$ cat src/rtl/sb_pkg.sv
package sb_pkg;

  // Pending conditions of one buffered instruction.
  typedef struct packed {
    logic busy_dst;  // destination still has an earlier reader
    logic wait_b;    // source B line not yet written
    logic wait_a;    // source A line not yet written
  } sb_flags_t;

endpackage

$ cat src/rtl/sb_alloc.sv
module sb_alloc #(
  parameter int N_ENTRIES = 8,
  localparam int IDX_W = (N_ENTRIES > 1) ? $clog2(N_ENTRIES) : 1
) (
  input  logic [N_ENTRIES-1:0] occupied,
  output logic                 any_free,
  output logic [IDX_W-1:0]     free_idx
);

  // Lowest-numbered free slot.
  always_comb begin
    any_free = 1'b0;
    free_idx = '0;
    for (int k = N_ENTRIES - 1; k >= 0; k--) begin
      if (!occupied[k]) begin
        any_free = 1'b1;
        free_idx = IDX_W'(k);
      end
    end
  end

endmodule

$ cat src/rtl/sb_entry_store.sv
module sb_entry_store
  import sb_pkg::*;
#(
  parameter int N_ENTRIES = 8,
  parameter int LINE_W    = 5,
  parameter int DATA_W    = 16,
  parameter int TID_W     = 2,
  localparam int IDX_W = (N_ENTRIES > 1) ? $clog2(N_ENTRIES) : 1
) (
  input  logic                 clk,
  input  logic                 rst_n,
  input  logic                 ins_en,
  input  logic [IDX_W-1:0]     ins_idx,
  input  logic [TID_W-1:0]     ins_tid,
  input  logic [DATA_W-1:0]    ins_data,
  input  logic [LINE_W-1:0]    ins_dst,
  input  logic [LINE_W-1:0]    ins_src_a,
  input  logic                 ins_wait_a,
  input  logic [LINE_W-1:0]    ins_src_b,
  input  logic                 ins_wait_b,
  input  logic                 ins_busy,
  input  logic                 wr_evt,
  input  logic [LINE_W-1:0]    wr_line,
  input  logic                 rd_evt,
  input  logic [LINE_W-1:0]    rd_line,
  input  logic [N_ENTRIES-1:0] free_mask,
  input  logic [IDX_W-1:0]     sel_idx,
  output logic [N_ENTRIES-1:0] valid_vec,
  output logic [N_ENTRIES-1:0] ready_vec,
  output logic [TID_W-1:0]     sel_tid,
  output logic [DATA_W-1:0]    sel_data,
  output logic [LINE_W-1:0]    sel_dst
);

  logic      [TID_W-1:0]  tid_q   [N_ENTRIES];
  logic      [DATA_W-1:0] data_q  [N_ENTRIES];
  logic      [LINE_W-1:0] dst_q   [N_ENTRIES];
  logic      [LINE_W-1:0] srca_q  [N_ENTRIES];
  logic      [LINE_W-1:0] srcb_q  [N_ENTRIES];
  sb_flags_t              flags_q [N_ENTRIES];

  // Conditions of an incoming instruction, with same-cycle events applied.
  sb_flags_t ins_flags;
  always_comb begin
    ins_flags.wait_a   = ins_wait_a & ~(wr_evt && ins_src_a == wr_line);
    ins_flags.wait_b   = ins_wait_b & ~(wr_evt && ins_src_b == wr_line);
    ins_flags.busy_dst = ins_busy   & ~(rd_evt && ins_dst   == rd_line);
  end

  for (genvar i = 0; i < N_ENTRIES; i++) begin : g_slot
    logic take;
    logic hit_a, hit_b, hit_d;
    assign take  = ins_en && (ins_idx == IDX_W'(i));
    assign hit_a = wr_evt && (srca_q[i] == wr_line);
    assign hit_b = wr_evt && (srcb_q[i] == wr_line);
    assign hit_d = rd_evt && (dst_q[i]  == rd_line);

    always_ff @(posedge clk or negedge rst_n) begin
      if (!rst_n) begin
        valid_vec[i] <= 1'b0;
        flags_q[i]   <= '0;
        tid_q[i]     <= '0;
        data_q[i]    <= '0;
        dst_q[i]     <= '0;
        srca_q[i]    <= '0;
        srcb_q[i]    <= '0;
      end else if (take) begin
        valid_vec[i] <= 1'b1;
        flags_q[i]   <= ins_flags;
        tid_q[i]     <= ins_tid;
        data_q[i]    <= ins_data;
        dst_q[i]     <= ins_dst;
        srca_q[i]    <= ins_src_a;
        srcb_q[i]    <= ins_src_b;
      end else if (free_mask[i]) begin
        valid_vec[i] <= 1'b0;
        flags_q[i]   <= '0;
      end else if (valid_vec[i]) begin
        // broadcast wake-up: every slot compares in parallel
        flags_q[i].wait_a   <= flags_q[i].wait_a   & ~hit_a;
        flags_q[i].wait_b   <= flags_q[i].wait_b   & ~hit_b;
        flags_q[i].busy_dst <= flags_q[i].busy_dst & ~hit_d;
      end
    end

    assign ready_vec[i] = valid_vec[i] & ~flags_q[i].wait_a & ~flags_q[i].wait_b
                          & ~flags_q[i].busy_dst;

    // After a write event no occupied slot still waits on that line.
    assert_wake_all_R4: assert property (@(posedge clk) disable iff (!rst_n)
      wr_evt |=> !(valid_vec[i] &&
                   ((flags_q[i].wait_a && srca_q[i] == $past(wr_line)) ||
                    (flags_q[i].wait_b && srcb_q[i] == $past(wr_line)))));
  end

  assign sel_tid  = tid_q[sel_idx];
  assign sel_data = data_q[sel_idx];
  assign sel_dst  = dst_q[sel_idx];

endmodule

$ cat src/rtl/sb_order_matrix.sv
module sb_order_matrix #(
  parameter int N_ENTRIES = 8,
  localparam int IDX_W = (N_ENTRIES > 1) ? $clog2(N_ENTRIES) : 1
) (
  input  logic                 clk,
  input  logic                 rst_n,
  input  logic                 ins_en,
  input  logic [IDX_W-1:0]     ins_idx,
  input  logic [N_ENTRIES-1:0] valid_vec,
  input  logic [N_ENTRIES-1:0] free_mask,
  input  logic [N_ENTRIES-1:0] cand,
  output logic [N_ENTRIES-1:0] grant
);

  // row_q[i][j] = 1: slot j was inserted before slot i and is still held.
  logic [N_ENTRIES-1:0] row_q [N_ENTRIES];

  for (genvar i = 0; i < N_ENTRIES; i++) begin : g_row
    always_ff @(posedge clk or negedge rst_n) begin
      if (!rst_n) begin
        row_q[i] <= '0;
      end else if (free_mask[i]) begin
        row_q[i] <= '0;
      end else if (ins_en && ins_idx == IDX_W'(i)) begin
        row_q[i] <= valid_vec & ~free_mask;
      end else begin
        row_q[i] <= row_q[i] & ~free_mask;
      end
    end

    // Oldest candidate: no older slot is also a candidate.
    assign grant[i] = cand[i] & ~|(row_q[i] & cand);

    for (genvar j = 0; j < N_ENTRIES; j++) begin : g_col
      if (i != j) begin : g_pair
        assert_matrix_antisym_R5: assert property (@(posedge clk) disable iff (!rst_n)
          (valid_vec[i] && valid_vec[j]) |-> (row_q[i][j] ^ row_q[j][i]));
        assert_free_column_clear_R6: assert property (@(posedge clk) disable iff (!rst_n)
          !valid_vec[j] |-> !row_q[i][j]);
      end
    end

    assert_free_row_clear_R6: assert property (@(posedge clk) disable iff (!rst_n)
      !valid_vec[i] |-> (row_q[i] == '0));
  end

  assert_single_grant_R5: assert property (@(posedge clk) disable iff (!rst_n)
    $onehot0(grant) && ((|cand) == (|grant)));

endmodule

$ cat src/rtl/sb_stall_buffer.sv
module sb_stall_buffer #(
  parameter int N_ENTRIES = 8,
  parameter int LINE_W    = 5,
  parameter int DATA_W    = 16,
  parameter int TID_W     = 2,
  localparam int IDX_W = (N_ENTRIES > 1) ? $clog2(N_ENTRIES) : 1
) (
  input  logic              clk,
  input  logic              rst_n,
  input  logic              in_valid,
  output logic              in_ready,
  input  logic [TID_W-1:0]  in_tid,
  input  logic [DATA_W-1:0] in_data,
  input  logic [LINE_W-1:0] in_dst,
  input  logic [LINE_W-1:0] in_src_a,
  input  logic              in_wait_a,
  input  logic [LINE_W-1:0] in_src_b,
  input  logic              in_wait_b,
  input  logic              in_dst_busy,
  input  logic              wr_evt_valid,
  input  logic [LINE_W-1:0] wr_evt_line,
  input  logic              rd_evt_valid,
  input  logic [LINE_W-1:0] rd_evt_line,
  input  logic              del_valid,
  input  logic [IDX_W-1:0]  del_idx,
  output logic              out_valid,
  input  logic              out_ready,
  output logic [IDX_W-1:0]  out_idx,
  output logic [TID_W-1:0]  out_tid,
  output logic [DATA_W-1:0] out_data,
  output logic [LINE_W-1:0] out_dst
);

  logic [N_ENTRIES-1:0] valid_vec, ready_vec, cand, grant, del_mask, free_mask;
  logic [IDX_W-1:0]     alloc_idx;
  logic                 ins_en;

  sb_alloc #(.N_ENTRIES(N_ENTRIES)) u_alloc (
    .occupied (valid_vec),
    .any_free (in_ready),
    .free_idx (alloc_idx)
  );

  assign ins_en = in_valid && in_ready;

  always_comb begin
    del_mask = '0;
    if (del_valid) del_mask[del_idx] = 1'b1;
  end

  // A slot being deleted is never offered.
  assign cand      = ready_vec & ~del_mask;
  assign out_valid = |grant;
  assign free_mask = del_mask | ((out_valid && out_ready) ? grant : '0);

  always_comb begin
    out_idx = '0;
    for (int k = 0; k < N_ENTRIES; k++) begin
      if (grant[k]) out_idx = IDX_W'(k);
    end
  end

  sb_entry_store #(
    .N_ENTRIES(N_ENTRIES), .LINE_W(LINE_W), .DATA_W(DATA_W), .TID_W(TID_W)
  ) u_store (
    .clk        (clk),
    .rst_n      (rst_n),
    .ins_en     (ins_en),
    .ins_idx    (alloc_idx),
    .ins_tid    (in_tid),
    .ins_data   (in_data),
    .ins_dst    (in_dst),
    .ins_src_a  (in_src_a),
    .ins_wait_a (in_wait_a),
    .ins_src_b  (in_src_b),
    .ins_wait_b (in_wait_b),
    .ins_busy   (in_dst_busy),
    .wr_evt     (wr_evt_valid),
    .wr_line    (wr_evt_line),
    .rd_evt     (rd_evt_valid),
    .rd_line    (rd_evt_line),
    .free_mask  (free_mask),
    .sel_idx    (out_idx),
    .valid_vec  (valid_vec),
    .ready_vec  (ready_vec),
    .sel_tid    (out_tid),
    .sel_data   (out_data),
    .sel_dst    (out_dst)
  );

  sb_order_matrix #(.N_ENTRIES(N_ENTRIES)) u_order (
    .clk       (clk),
    .rst_n     (rst_n),
    .ins_en    (ins_en),
    .ins_idx   (alloc_idx),
    .valid_vec (valid_vec),
    .free_mask (free_mask),
    .cand      (cand),
    .grant     (grant)
  );

  assert_full_only_R3: assert property (@(posedge clk) disable iff (!rst_n)
    !in_ready |-> ($countones(valid_vec) == N_ENTRIES));

  assert_insert_free_slot_R3: assert property (@(posedge clk) disable iff (!rst_n)
    ins_en |=> valid_vec[$past(alloc_idx)]);

  assert_offer_persists_R9: assert property (@(posedge clk) disable iff (!rst_n)
    (out_valid && !out_ready && !del_valid) |=> out_valid);

endmodule

$ cat config.mk
export PLATFORM = sky130hd
export DESIGN_NAME = sb_stall_buffer
export DESIGN_NICKNAME = d
export VERILOG_FILES = /design/src/rtl/sb_pkg.sv /design/src/rtl/sb_alloc.sv /design/src/rtl/sb_entry_store.sv /design/src/rtl/sb_order_matrix.sv /design/src/rtl/sb_stall_buffer.sv
export SDC_FILE = /design/constraint.sdc
export NUM_CORES = 1
export LEC_CHECK = 0
export ABC_AREA = 1
export BUFFER_PORTS_ARGS = -buffer_cell sky130_fd_sc_hd__buf_2
export CORE_ASPECT_RATIO = 1.25
export CORE_MARGIN = 2
export CORE_UTILIZATION = 30
export CTS_BUF_LIST = sky130_fd_sc_hd__clkbuf_2 sky130_fd_sc_hd__clkbuf_4 sky130_fd_sc_hd__clkbuf_8
export CTS_CLUSTER_DIAMETER = 50
export DETAILED_ROUTE_END_ITERATION = 6
export GPL_TIMING_DRIVEN = 0
export HOLD_SLACK_MARGIN = 0.06
export PLACE_DENSITY = 0.55
export SYNTH_ARGS = -nofsm -noshare
export SYNTH_HDL_FRONTEND = slang
export SYNTH_HIERARCHICAL = 1
export SYNTH_SLANG_ARGS = --single-unit
$ cat constraint.sdc
create_clock -name clk -period 7.2 [get_ports clk]
set_input_delay 0.72 -clock clk [delete_from_list [all_inputs] [get_ports clk]]
set_output_delay 0.72 -clock clk [all_outputs]
set_load 0.005 [all_outputs]
==> out/metrics.yaml <==
status:
  status: "finished, final reports clean"
cells_and_area:
  drive_gt1_frac: 0.111
  syn_to_final_growth_pct: 15.5
  final.fill_count: 6948
  final_cell_mix: "nand2_1 (806), nor2_1 (402), o21ai_0 (366), dfrtp_1 (360), inv_1 (267)"
  finish.net_count: 2880
  instances_no_fill: 3715
  mostFrequentLayoutCell: "nand2_1"
floorplanning:
  fp.dieH_um: 286
  die_area_um2: 65600
  rows: 103
  die_w_um: 229
  start_util: 0.303
  pin_count: 84
  coreArea_um2: 63000
setup_path:
  cp-startpoint: "u_store/valid_vec[0]"
  cp_slowest_cell: "clkbuf_1"
  r2r_cells: 20
  cp.required_ps: 6480
  critPathCaptureType: "primary output"
  critPathMaxFanout: 10
  cp_num_cells: 20
  rr_endpoint: "u_order/row_q[48]"
  worst_path_largest_cell_delay_ps: 680
  startpoint_type: "flop"
  rrSetupSlack_ps: 2280
  crit_chain: "inv_1, nor4_1, a21boi_0, clkbuf_1, nand2_1, nand4_1, nor2_1, inv_2, nand2_1, nand2_1, nand2_1, nand2_1, nand2_1, nand2_1, buf_4, clkbuf_1, o21ai_0, nand3_1, and2_1, buf_2"
  crit-reg2reg-launch: "u_store/valid_vec[0]"
  critical_path.top_delay_family: "buffers and inverters"
  arrival_ps: 5370
  critPathMostFrequentCell: "nand2_1"
  criticalPathCategory: "flop to primary output"
  critPathBufInv: 6
  critPathCapture: "out_dst[4]"
clocking:
  clock_sinks: 360
  htree_levels: 3
  numCtsBuffers: 67
  clkTransAtPathRegs_ps: 60
  clkLatencyLatePin_ps: 640
  cts_setup_buffers: 0
  ctsResizeCount: 0
  cts_buffer_depth: 3
  clockRootBuffer: "clkbuf_8"
  hold_buffers: 1
  cts_tree: "yes"
worst_hold_path:
  hp-class: "input pin to flop"
synth:
  yosysUniqueCellTypes: 32
  synth_cells: 2675
  syn_nets: 2731
  ys_seq_area_frac: 0.472
  synth-seq-cells: 360
  postSynthAreaPerCell_um2: 7.13
  ys_warn_count: 6
  synth_area_um2: 19100
sta:
  setup_viol_count_final: 0
  fin_worst_skew_ps: 29.4
  rsz0062_at_grt: "no"
  finalCritPeriodShare: 0.845
  finalHoldViolCount: 0
  tightest_slew_ps: 1150
  max_freq_mhz: 164
  slew_viol_final: 0
  relSlewSlack: 0.232
  period_needed_ps: 6090
  whs_ps: 452
place:
  io_buffer_count: 75
  dpl.cell_count: 3594
  globalplace.congestion: 0.887
  dpl.hpwl_um: 49800
grt:
  grt_pass1_vias: 17700
  overflow: 0
  globalRouteTotalUtil: 0.217
  grt_pass1_wl_um: 108000
  antenna_found_initial: 1
  grt_max_degree: 103
drt:
  first_pass_iters: 5
  drc: 0
  ant_nets: 0
  via_count: 18100
  initialDrtViolationCount: 1471
  via_per_inst: 4.88
  wl_um: 71500
  wl_per_cell_um: 19.2
job:
  drv_cap: 0
power:
  power_density_nw_per_um2: 529
  p_leak_nw: 11.2
  vdd_drop_max_v: 0.000383
  p_total_mw: 11.7
## through the flow
step / area, um^2 / setup WS [ps] / setup TNS, ps / utilization
final: 22000 / 1110 / 0 / 0.349
after CTS: 22000 / 1280 / 0 / 0.349
after global routing: 22000 / 1000 / 0 / 0.349
after floorplan: 19100 / 3730 / 0 / -
after global placement: 20500 / -2240 / -787390 / 0.325
after detailed placement: 20600 / 1860 / 0 / 0.327
## cell families after synthesis
group,Yosys count,share of synthesized area
compound gates,498,0.136
xor+xnor,7,0.00322
simple gates,1386,0.291
flops,360,0.472
buf+inv,424,0.0969
## power by group
group	total, mW	switching [mW]	internal (mW)	leakage, nW
registers	3.50	0.595	2.91	4.63
logic	6.09	4.09	2.00	5.82
clock network	2.07	0.897	1.17	0.756
## synth_stat cells
library cell  instances  area, um^2
nand2_4               1        11.3
o21ai_2               8        70.1
o211ai_1              3        22.5
o21a_1                3        22.5
nand4_1              17         106
a21boi_0              4        30.0
nand2_1             806        3030
o21ai_0             366        1830
a21oi_2               1        8.76
buf_4                11        82.6
inv_1               267        1000
a21oi_1              21         105
dfrtp_1             360        9010
and2_1                5        31.3
clkinv_1              7        26.3
nand3_2               7        70.1
buf_1                 4        15.0
clkbuf_1             63         236
o21ai_1              54         270
buf_6                22         248
o22ai_1              36         225
nor4_1                8        50.1
xor2_1                7        61.3
inv_2                11        41.3
nand2_2              11        68.8
a31oi_1               1        6.26
nor2_1              402        1510
nor2_4                4        45.0
buf_2                39         195
nand3_1             119         596
nor2_2                6        37.5
a31o_2                1        8.76
## per-layer routing
metal	wire [um]	track usage	share of wire	vias up
met3	4290	0.0304	0.060	173
li1	-	-	-	8723
met5	0	0	0	-
met1	29000	0.266	0.41	8591
met2	35000	0.377	0.49	646
met4	3130	0.103	0.044	0
## worst min-delay path by stage
stage | endpoint | slack [ps] | cells after the start | start
4_1_cts | u_store/data_q[2] | 420 | 3 | in_data[2]
6_report | u_store/data_q[2] | 450 | 3 | in_data[2]
3_5_place_dp | u_store/data_q[97] | 470 | 2 | u_store/data_q[97]
3_3_place_gp | u_store/data_q[25] | 460 | 2 | u_store/data_q[25]
2_1_floorplan | u_order/row_q[0] | 420 | 0 | rst_n
5_1_grt | u_store/data_q[2] | 470 | 3 | in_data[2]
## registers in the layout (all words and copies together), names as in the netlist
register and cells:
u_order/row_q 64, u_store/data_q 128, u_store/dst_q 40, u_store/flags_q 24, u_store/srca_q 40, u_store/srcb_q 40, u_store/tid_q 16, u_store/valid_vec 8
## worst register-to-register path, delay by kind of cell (launching register included)
| family | cells | cell delay [ps] |
|---|---|---|
| AO/OA/AOI/OAI | 1 | 230 |
| buffers and inverters | 6 | 1660 |
| flip-flops | 1 | 620 |
| AND/OR/NAND/NOR | 13 | 2300 |
## final cells by class
type	count	area [um^2]	area share
inverters	285	1070	0.0486
plain buffers	139	777	0.0353
clock buffers	107	1340	0.0606
multi-input cells	1891	8210	0.373
diodes	1	2.50	0.000114
repair buffers	80	505	0.0230
flip-flops and latches	360	9010	0.409
well taps	840	1050	0.0477
clock inverters	12	62.6	0.00284
No activity file was read; power rests on OpenSTA's default activity.
